`src/rtl/xpe_pkg.sv`:
```
package xpe_pkg;

    typedef enum logic [2:0] {
        S_IDLE,
        S_DREQ,
        S_DWAIT,
        S_SREQ,
        S_SWAIT,
        S_TWR,
        S_STAT
    } xpe_state_e;

    // command block word offsets (the fetch sequence depends on them)
    localparam int OFF_CTRL = 0;
    localparam int OFF_LINK = 1;
    localparam int OFF_TGT  = 2;
    localparam int OFF_STAT = 3;
    localparam int HDR_WORDS = 4;

    // control field positions
    localparam int CNT_LSB = 0;
    localparam int LEN_LSB = 16;

    // status encoding
    localparam int STAT_OK       = 1;
    localparam int STAT_ERR      = 2;
    localparam int ERR_SRC_LSB   = 4;
    localparam int ERR_WORD_LSB  = 16;

endpackage

```
`src/rtl/xpe_src_table.sv`:
```
module xpe_src_table #(
    parameter int AW    = 32,
    parameter int DEPTH = 16,
    localparam int IW   = $clog2(DEPTH)
) (
    input  logic          clk,
    input  logic          rst_n,
    input  logic          we,
    input  logic [IW-1:0] widx,
    input  logic [AW-1:0] wdata,
    input  logic [IW-1:0] ridx,
    output logic [AW-1:0] rdata
);

    logic [AW-1:0] ent_d [DEPTH];
    logic [AW-1:0] ent_q [DEPTH];

    always_comb begin
        for (int i = 0; i < DEPTH; i++) begin
            ent_d[i] = ent_q[i];
            if (we && (widx == IW'(i))) begin
                ent_d[i] = wdata;
            end
        end
    end

    always_ff @(posedge clk) begin
        for (int i = 0; i < DEPTH; i++) begin
            if (!rst_n) begin
                ent_q[i] <= '0;
            end else begin
                ent_q[i] <= ent_d[i];
            end
        end
    end

    assign rdata = ent_q[ridx];

endmodule

```
`src/rtl/xpe_xor_acc.sv`:
```
module xpe_xor_acc #(
    parameter int DW = 32
) (
    input  logic          clk,
    input  logic          rst_n,
    input  logic          load,
    input  logic          fold,
    input  logic [DW-1:0] din,
    output logic [DW-1:0] acc
);

    logic [DW-1:0] acc_d, acc_q;

    always_comb begin
        acc_d = acc_q;
        if (load) begin
            acc_d = din;
        end else if (fold) begin
            acc_d = acc_q ^ din;
        end
    end

    always_ff @(posedge clk) begin
        if (!rst_n) begin
            acc_q <= '0;
        end else begin
            acc_q <= acc_d;
        end
    end

    assign acc = acc_q;

endmodule

```
`src/rtl/xpe_ctrl.sv`:
```
module xpe_ctrl
    import xpe_pkg::*;
#(
    parameter int AW      = 32,
    parameter int DW      = 32,
    parameter int MAX_SRC = 16,
    parameter int LEN_W   = 16,
    localparam int SW     = $clog2(MAX_SRC),
    localparam int FW     = $clog2(HDR_WORDS + MAX_SRC)
) (
    input  logic          clk,
    input  logic          rst_n,
    input  logic          start,
    input  logic [AW-1:0] head_addr,
    output logic          busy,
    output logic          irq_done,
    output logic          irq_err,
    output logic          mem_req,
    output logic          mem_we,
    output logic [AW-1:0] mem_addr,
    output logic [DW-1:0] mem_wdata,
    input  logic          mem_gnt,
    input  logic          mem_rvalid,
    input  logic [DW-1:0] mem_rdata,
    input  logic          mem_rerr,
    output logic          tbl_we,
    output logic [SW-1:0] tbl_widx,
    output logic [SW-1:0] tbl_ridx,
    input  logic [AW-1:0] tbl_raddr,
    output logic          acc_load,
    output logic          acc_fold,
    input  logic [DW-1:0] acc_val
);

    typedef struct packed {
        xpe_state_e       st;
        logic [AW-1:0]    cur;
        logic [FW-1:0]    fidx;
        logic [SW-1:0]    nm1;
        logic [LEN_W-1:0] len;
        logic [AW-1:0]    link;
        logic [AW-1:0]    tgt;
        logic [AW-1:0]    sta;
        logic [LEN_W-1:0] widx;
        logic [SW-1:0]    sidx;
        logic [DW-1:0]    status;
        logic             irq;
        logic             ierr;
    } ctl_t;

    ctl_t r_d, r_q;

    logic last_desc_word;
    assign last_desc_word = (r_q.fidx == (FW'(HDR_WORDS) + FW'(r_q.nm1)));

    always_comb begin
        r_d       = r_q;
        r_d.irq   = 1'b0;
        r_d.ierr  = 1'b0;
        mem_req   = 1'b0;
        mem_we    = 1'b0;
        mem_addr  = '0;
        mem_wdata = '0;
        tbl_we    = 1'b0;
        acc_load  = 1'b0;
        acc_fold  = 1'b0;

        unique case (r_q.st)
            S_IDLE: begin
                if (start) begin
                    if (head_addr == '0) begin
                        r_d.irq = 1'b1;
                    end else begin
                        r_d.cur  = head_addr;
                        r_d.fidx = '0;
                        r_d.st   = S_DREQ;
                    end
                end
            end

            S_DREQ: begin
                mem_req  = 1'b1;
                mem_addr = r_q.cur + AW'(r_q.fidx);
                if (mem_gnt) r_d.st = S_DWAIT;
            end

            S_DWAIT: begin
                if (mem_rvalid) begin
                    if (mem_rerr) begin
                        r_d.irq  = 1'b1;
                        r_d.ierr = 1'b1;
                        r_d.st   = S_IDLE;
                    end else begin
                        if (r_q.fidx == FW'(OFF_CTRL)) begin
                            r_d.nm1 = mem_rdata[CNT_LSB +: SW];
                            r_d.len = mem_rdata[LEN_LSB +: LEN_W];
                        end else if (r_q.fidx == FW'(OFF_LINK)) begin
                            r_d.link = AW'(mem_rdata);
                        end else if (r_q.fidx == FW'(OFF_TGT)) begin
                            r_d.tgt = AW'(mem_rdata);
                        end else if (r_q.fidx == FW'(OFF_STAT)) begin
                            r_d.sta = AW'(mem_rdata);
                        end else begin
                            tbl_we = 1'b1;
                        end

                        if (r_q.fidx >= FW'(HDR_WORDS) && last_desc_word) begin
                            r_d.widx = '0;
                            r_d.sidx = '0;
                            if (r_q.len == '0) begin
                                r_d.status = DW'(STAT_OK);
                                r_d.st     = S_STAT;
                            end else begin
                                r_d.st = S_SREQ;
                            end
                        end else begin
                            r_d.fidx = r_q.fidx + 1'b1;
                            r_d.st   = S_DREQ;
                        end
                    end
                end
            end

            S_SREQ: begin
                mem_req  = 1'b1;
                mem_addr = tbl_raddr + AW'(r_q.widx);
                if (mem_gnt) r_d.st = S_SWAIT;
            end

            S_SWAIT: begin
                if (mem_rvalid) begin
                    if (mem_rerr) begin
                        r_d.status = DW'(STAT_ERR)
                                   | (DW'(r_q.sidx) << ERR_SRC_LSB)
                                   | (DW'(r_q.widx) << ERR_WORD_LSB);
                        r_d.st = S_STAT;
                    end else begin
                        acc_load = (r_q.sidx == '0);
                        acc_fold = (r_q.sidx != '0);
                        if (r_q.sidx == r_q.nm1) begin
                            r_d.st = S_TWR;
                        end else begin
                            r_d.sidx = r_q.sidx + 1'b1;
                            r_d.st   = S_SREQ;
                        end
                    end
                end
            end

            S_TWR: begin
                mem_req   = 1'b1;
                mem_we    = 1'b1;
                mem_addr  = r_q.tgt + AW'(r_q.widx);
                mem_wdata = acc_val;
                if (mem_gnt) begin
                    if (r_q.widx == (r_q.len - 1'b1)) begin
                        r_d.status = DW'(STAT_OK);
                        r_d.st     = S_STAT;
                    end else begin
                        r_d.widx = r_q.widx + 1'b1;
                        r_d.sidx = '0;
                        r_d.st   = S_SREQ;
                    end
                end
            end

            S_STAT: begin
                mem_req   = 1'b1;
                mem_we    = 1'b1;
                mem_addr  = r_q.sta;
                mem_wdata = r_q.status;
                if (mem_gnt) begin
                    if (r_q.link == '0) begin
                        r_d.irq = 1'b1;
                        r_d.st  = S_IDLE;
                    end else begin
                        r_d.cur  = r_q.link;
                        r_d.fidx = '0;
                        r_d.st   = S_DREQ;
                    end
                end
            end

            default: r_d.st = S_IDLE;
        endcase
    end

    always_ff @(posedge clk) begin
        if (!rst_n) begin
            r_q    <= '0;
            r_q.st <= S_IDLE;
        end else begin
            r_q <= r_d;
        end
    end

    assign busy     = (r_q.st != S_IDLE);
    assign irq_done = r_q.irq;
    assign irq_err  = r_q.ierr;
    assign tbl_widx = SW'(r_q.fidx - FW'(HDR_WORDS));
    assign tbl_ridx = r_q.sidx;

endmodule

```
`src/rtl/xor_parity_engine.sv`:
```
module xor_parity_engine #(
    parameter int AW      = 32,
    parameter int DW      = 32,
    parameter int MAX_SRC = 16,
    parameter int LEN_W   = 16
) (
    input  logic          clk,
    input  logic          rst_n,
    input  logic          start,
    input  logic [AW-1:0] head_addr,
    output logic          busy,
    output logic          irq_done,
    output logic          irq_err,
    output logic          mem_req,
    output logic          mem_we,
    output logic [AW-1:0] mem_addr,
    output logic [DW-1:0] mem_wdata,
    input  logic          mem_gnt,
    input  logic          mem_rvalid,
    input  logic [DW-1:0] mem_rdata,
    input  logic          mem_rerr
);

    localparam int SW = $clog2(MAX_SRC);

    logic          tbl_we;
    logic [SW-1:0] tbl_widx;
    logic [SW-1:0] tbl_ridx;
    logic [AW-1:0] tbl_raddr;
    logic          acc_load;
    logic          acc_fold;
    logic [DW-1:0] acc_val;

    xpe_ctrl #(
        .AW(AW), .DW(DW), .MAX_SRC(MAX_SRC), .LEN_W(LEN_W)
    ) u_ctrl (
        .clk(clk), .rst_n(rst_n), .start(start), .head_addr(head_addr),
        .busy(busy), .irq_done(irq_done), .irq_err(irq_err),
        .mem_req(mem_req), .mem_we(mem_we), .mem_addr(mem_addr),
        .mem_wdata(mem_wdata), .mem_gnt(mem_gnt), .mem_rvalid(mem_rvalid),
        .mem_rdata(mem_rdata), .mem_rerr(mem_rerr),
        .tbl_we(tbl_we), .tbl_widx(tbl_widx), .tbl_ridx(tbl_ridx),
        .tbl_raddr(tbl_raddr), .acc_load(acc_load), .acc_fold(acc_fold),
        .acc_val(acc_val)
    );

    xpe_src_table #(
        .AW(AW), .DEPTH(MAX_SRC)
    ) u_tbl (
        .clk(clk), .rst_n(rst_n), .we(tbl_we), .widx(tbl_widx),
        .wdata(AW'(mem_rdata)), .ridx(tbl_ridx), .rdata(tbl_raddr)
    );

    xpe_xor_acc #(
        .DW(DW)
    ) u_acc (
        .clk(clk), .rst_n(rst_n), .load(acc_load), .fold(acc_fold),
        .din(mem_rdata), .acc(acc_val)
    );

endmodule

```
`config.mk`:
```
export PLATFORM = sky130hd
export DESIGN_NAME = xor_parity_engine
export DESIGN_NICKNAME = d
export VERILOG_FILES = /design/src/rtl/xpe_pkg.sv /design/src/rtl/xpe_src_table.sv /design/src/rtl/xpe_xor_acc.sv /design/src/rtl/xpe_ctrl.sv /design/src/rtl/xor_parity_engine.sv
export SDC_FILE = /design/constraint.sdc
export NUM_CORES = 1
export LEC_CHECK = 0
export BUFFER_PORTS_ARGS = -buffer_cell sky130_fd_sc_hd__buf_2
export CORE_MARGIN = 5
export CORE_UTILIZATION = 47
export DETAILED_ROUTE_END_ITERATION = 8
export PLACE_DENSITY = 0.63
export SYNTH_ARGS = -nofsm -noshare
export SYNTH_HDL_FRONTEND = slang
export SYNTH_HIERARCHICAL = 1
export SYNTH_SLANG_ARGS = --single-unit
```
`constraint.sdc`:
```
create_clock -name clk -period 15.06 [get_ports clk]
set_input_delay 0.753 -clock clk [delete_from_list [all_inputs] [get_ports clk]]
set_output_delay 0.753 -clock clk [all_outputs]
set_load 0.01 [all_outputs]
```
## Word level (Yosys, flattened, before mapping)

Memory sizes are Yosys's and may differ from the RTL's. A register that Yosys moved wholly into a read port is not among the register bits.
Index checks and enable logic that the tools add are counted.

- Register bits after elaboration: 242
- Memory bits (writable): 512
- Memories: 1

- Equality and inequality tests: 61
- Bitwise gates (word level): 22
- Add/subtract/negate cells: 9
- Order comparisons: 1
- Reduce and logical (&&, ||, !) cells: 60
- Muxes and demuxes: 101

Memories:

| name | words | bits a word | read ports | clocked after memory_dff | write ports | RTL line | text |
|---|---|---|---|---|---|---|---|
| u_tbl.ent_q | 16 | 32 | 1 | 1 | 16 | xpe_src_table.sv:16 | `logic [AW-1:0] ent_q [DEPTH];` |

Operators with widths:

| kind | count |
|---|---|
| 32-bit 2-to-1 mux | 41 |
| 175-bit 2-to-1 mux | 1 |
| 173-bit 2-to-1 mux | 1 |
| 32-bit one-hot mux with 2 select lines | 2 |
| 32-bit one-hot mux with 4 select lines | 1 |
| 40-bit 2-to-1 mux | 3 |
| 36-bit one-hot mux with 3 select lines | 1 |
| 52-bit 2-to-1 mux | 2 |
| 96-bit 2-to-1 mux | 1 |
| 32-bit by 16-bit adder with 32-bit output | 2 |
| 32-bit logical NOT | 2 |
| 64-bit 2-to-1 mux | 1 |
| 20-bit 2-to-1 mux | 2 |
| 37-bit 2-to-1 mux | 1 |
| 36-bit 2-to-1 mux | 1 |
| 3-bit 2-to-1 mux | 11 |
| 32-bit by 5-bit adder with 32-bit output | 1 |
| 4-bit equality test (second input constant) | 8 |
| 8-bit by 32-bit bitwise OR with 32-bit output | 1 |
| 16-bit one-hot mux with 2 select lines | 1 |
| 2-bit AND reduction | 16 |
| 32-bit XOR | 1 |
| 2-bit inequality test (second input constant) | 15 |
| 1-bit 2-to-1 mux | 22 |
| other kinds (45) | 116 |

## Logic depth before layout (Yosys ltp)

- Depth in word-level cells: 12
- Mapped depth: 18

## Modules after synthesis

Netlist, hierarchy kept.

By module, submodules not included:

| module | instances | area each (µm²) | cells an instance |
|---|---|---|---|
| xpe_src_table | 1 | 22,828.1 | 1,422 |
| xpe_ctrl | 1 | 11,912.7 | 1,604 |
| xpe_xor_acc | 1 | 1,843.0 | 213 |

## Worst setup path after synthesis

Ideal clock, no wire load.

- Path type: register -> output
- Start: register u_ctrl/tbl_ridx[0] (netlist name)
- End: output mem_addr[24]
- Slack: 10.145 ns
- Buffers on the path: 3
- Data arrival time: 4.162 ns
- Stages on the path, launching flop included: 19
- Data required time: 14.307 ns
- Path through: dfxtp_1 buf_4 buf_2 buf_2 mux4_2 a22oi_1 nand2_1 nand2_1 nand2_1 ha_1 fa_1 nand3_1 a21boi_0 o21ai_0 a21oi_1 o311ai_0 nor2_1 xor2_1 o21ai_0

RTL lines:

| element | RTL line | text |
|---|---|---|
| end: declaration | xor_parity_engine.sv:16 | `output logic [AW-1:0] mem_addr,` |

==> implementation parameters <==
Parameter                              Value

Logic synthesis
  Area share of the largest cell type after synthesis    between 40 and 50%
  Top_reg_cell synth    sky130_fd_sc_hd__edfxtp_1
  Count of yosys warnings during synthesis    6
  Count leader, synth    sky130_fd_sc_hd__and2_1
  Proportion of synthesized flip-flops having asynchronous set or reset    0%
  Commonest cells in the netlist    sky130_fd_sc_hd__and2_1, sky130_fd_sc_hd__edfxtp_1, sky130_fd_sc_hd__nand2_1
  Mapped Cells    approximately 3200
  Synthesized area divided by synthesized cell count    about 11 µm²
  Mapped cell area    approximately 37000 µm²
  Count of distinct cell types in the synthesized netlist    80
  Count of flip-flops with a built-in enable after synthesis    ~510
  Biggest area consumer among synthesized cells    sky130_fd_sc_hd__edfxtp_1
  Share of the yosys chip area belonging to registers    54.7%
  Number of flip-flops and latches in the synthesized netlist    approximately 740
  Synth area leaders    sky130_fd_sc_hd__edfxtp_1, sky130_fd_sc_hd__dfxtp_1, sky130_fd_sc_hd__and2_1
  Post-synth net total    approximately 3300

Worst setup path
  Endpoint class of the critical path    primary output
  Setup crit start kind    flop
  CP arrival    6640 ps
  Cell repeated most along the worst path    sky130_fd_sc_hd__nand2_1
  Critical path peak fanout    57
  Critical path, cell by cell    buf_4 > buf_4 > mux4_2 > a22oi_1 > nand2_1 > nand2_1 > nand2_1 > ha_1 > and4_1 > nor2b_1 > a21boi_0 > o211ai_1 > or3_1 > xor2_1 > o221ai_1 > buf_2
  Endpoint of the worst-slack reg-to-reg timing path    u_tbl/ent_q[2][0]
  RR Startpoint    u_ctrl/r_q[208]
  Setup slack of the most critical reg-to-reg path    10690 ps
  Class of the most critical setup path    flop to primary output
  Cell at the slowest stage of the critical path    sky130_fd_sc_hd__buf_4
  Cell depth of the worst flop-to-flop path    7
  Data required, critical path    about 14000 ps
  Highest cell delay on the worst timing path    between 800 and 900 ps

STA
  Final-report max-slew violation count    0
  Share of the clock period used by the worst path after layout    roughly 50%
  Fmax achieved    roughly 140 MHz
  Setup skew after layout    between 20 and 25 ps
  Actual transition at the worst max-transition pin    between 1000 and 1500 ps
  Final-report setup violation count    0
  Worst Hold Margin    between 400 and 500 ps
  Worst slew margin relative to its limit    about a fifth
  Aggregate negative setup slack    0 ps
  Final Hold Vio Count    0
  Final Critical Period    ~7400 ps
  Setup repair after global routing missed its margin    no

Clocking
  Sinks on Clock Net    between 700 and 800
  Number of resized instances in the post-cts repair step    0
  Total clock buffers created by CTS    between 70 and 80
  CTS H-tree depth    3
  Post-CTS Repair Setup Buffers    0
  Count of hold buffers inserted by post-cts repair    0
  CTS tree    built
  Clk buf depth    3
  Clock insertion delay at the later pin of the skew report    630 ps
  Clock-pin slew of the registers on the worst-case setup and hold paths    about 60 ps
  Root cell of the clock tree    sky130_fd_sc_hd__clkbuf_16

Power
  Leakage    around 15 nW
  Cell area power density    between 100 and 150 nW/µm²
  Worst voltage drop across the vdd grid    between 0.1 and 0.15 mV

Placed design
  Routability congestion estimate    about 0.96
  Half-perimeter wire length after detailed placement    approximately 72 mm
  Number of buffer cells added on primary ports    approximately 140

Route
  Count of routing violations after the opening detailed-route iteration    around 3400
  Total via count in the routed design    26700
  Routed len/inst    27.1 µm
  Via density per instance    roughly 6.1
  Total length of routed wires    about 120 mm
  DRT antenna net count    0
  DRC violations left    0
  Total iterations of the first detailed-routing run    6

Final layout
  Share of post-route cells with drive strength above 1    between 10% and 20%
  Fin util    between 50% and 60%
  Final layout net count    ~3400
  P&R area growth vs syn    11.4%

Hold path
  Hold Path End    u_ctrl/r_q[202]
  Worst Hold Path Cells    3
  Worst hold-check path type    input pin to flop
  Hold_sp    head_addr[27]

Die
  Standard-cell row count    between 100 and 150
  Core region area    a little under 80000 µm²
  Top-level port count    about 140
  DIE HEIGHT    just under 300 µm
  Horizontal extent of the die    ~290 µm
  Effective utilization at floorplan    47.3%
  Area enclosed by the die boundary    roughly 84000 µm²

Flow run
  Max-cap viol count    0

GRT
  Number of antenna violations at the first check in global routing    3
  Global-route wire length before repair    between 150 and 200 mm
  Combined global-route utilization of all metal layers    between 20% and 30%
  Number of global-route vias before repair    ~26000
  Global-route congestion overflow total    0
  Largest net degree at the start of global routing    between 100 and 150

Status
  Result of the run    complete, no violations
sequential cells by signal, summed over array words and instances, names as in the netlist:
signal and count:
u_acc/acc 32, u_ctrl/irq_done 1, u_ctrl/irq_err 1, u_ctrl/r_q 194, u_ctrl/tbl_ridx 4, u_tbl/ent_q 512
cells in the final DEF (no fill, tap or decap), types with 17 or more instances in the layout:
cell type                     n
sky130_fd_sc_hd__a211oi_2    30
sky130_fd_sc_hd__a21oi_1    181
sky130_fd_sc_hd__a22o_1      46
sky130_fd_sc_hd__a22oi_1     86
sky130_fd_sc_hd__a311oi_1    36
sky130_fd_sc_hd__and2_1     529
sky130_fd_sc_hd__buf_2      137
sky130_fd_sc_hd__buf_4       52
sky130_fd_sc_hd__clkbuf_1    21
sky130_fd_sc_hd__clkbuf_16   82
sky130_fd_sc_hd__dfxtp_1    230
sky130_fd_sc_hd__edfxtp_1   512
sky130_fd_sc_hd__ha_1        36
sky130_fd_sc_hd__inv_1       53
sky130_fd_sc_hd__mux4_2     128
sky130_fd_sc_hd__nand2_1    469
sky130_fd_sc_hd__nand3_1     51
sky130_fd_sc_hd__nor2_1     103
sky130_fd_sc_hd__nor3_1      22
sky130_fd_sc_hd__nor4_1      26
sky130_fd_sc_hd__o21ai_0     46
sky130_fd_sc_hd__o2bb2ai_1   30
sky130_fd_sc_hd__or4_1       17
sky130_fd_sc_hd__xnor2_1     43
sky130_fd_sc_hd__xor2_1      45
through the flow:
step | worst slack [ps] | power [W] | cells | instance area [µm²]
2_1_floorplan | 10140 | 0.00293 | 3239 | 36600
3_3_place_gp | 8450 | 0.00322 | 4211 | 38200
3_5_place_dp | 8340 | 0.00324 | 4211 | 38200
4_1_cts | 7670 | 0.00517 | 4355 | 40800
5_1_grt | 7270 | 0.00533 | 4355 | 40800
6_report | 7660 | 0.00515 | 4359 | 40800
worst max path at each step:
stage / start / end / slack [ps] / cells after the start
2_1_floorplan: u_ctrl/tbl_ridx[0] / mem_addr[24] / 10140 / 18
3_3_place_gp: u_ctrl/tbl_ridx[1] / mem_addr[31] / 8450 / 16
3_5_place_dp: u_ctrl/tbl_ridx[1] / mem_addr[31] / 8340 / 16
4_1_cts: u_ctrl/tbl_ridx[1] / mem_addr[31] / 7670 / 16
5_1_grt: u_ctrl/tbl_ridx[1] / mem_addr[31] / 7270 / 16
6_report: u_ctrl/tbl_ridx[1] / mem_addr[31] / 7660 / 16
report_power, final:
part | total [W] | internal, W | switching [W]
combinational | 0.000817 | 0.000291 | 0.000526
clock | 0.00194 | 0.00113 | 0.000815
sequential | 0.00239 | 0.00228 | 0.000107
area by class of cell:
| type | count | area [µm²] |
|---|---|---|
| Antenna cell | 4 | 10.0 |
| Clock buffer | 109 | 2200 |
| Clock inverter | 35 | 342 |
| Fill cell | 6704 | 36600 |
| Inverter | 55 | 209 |
| Multi-Input combinational cell | 2182 | 15600 |
| Sequential cell | 744 | 20000 |
| Tap cell | 1040 | 1300 |
| Timing Repair Buffer | 190 | 1100 |
metal layers:
layer,vias to the layer above,GRT usage (%),part of all wire (%)
met4,0,8.88,3.7
met1,13500,39.6,41
met2,1312,43.9,46
met3,215,4.32,9.1
met5,-,0,0
li1,11700,-,-
cells by family (layout without fill, tap and decap cells):
logic type,Yosys count,count (layout),share of synthesized area (%)
and+or+nand+nor,1334,1334,18.8
DFF,744,744,54.7
AOI/OAI and AO/OA,578,578,11.1
buffers and inverters,313,389,3.63
muxes,144,144,8.32
xor gates and xnor gates,88,88,2.11
adders and majority gates,38,38,1.34
other,0,4,0
worst max-delay path: cells and delay by family (launching register included):
family,cells,cell delay (ps)
DFF,1,600
buffers and inverters,3,1720
AOI/OAI and AO/OA,4,1390
muxes,1,410
xor gates and xnor gates,1,160
adders and majority gates,1,340
and+or+nand+nor,6,1300
Note: power is estimated with default switching activity, not from simulation.
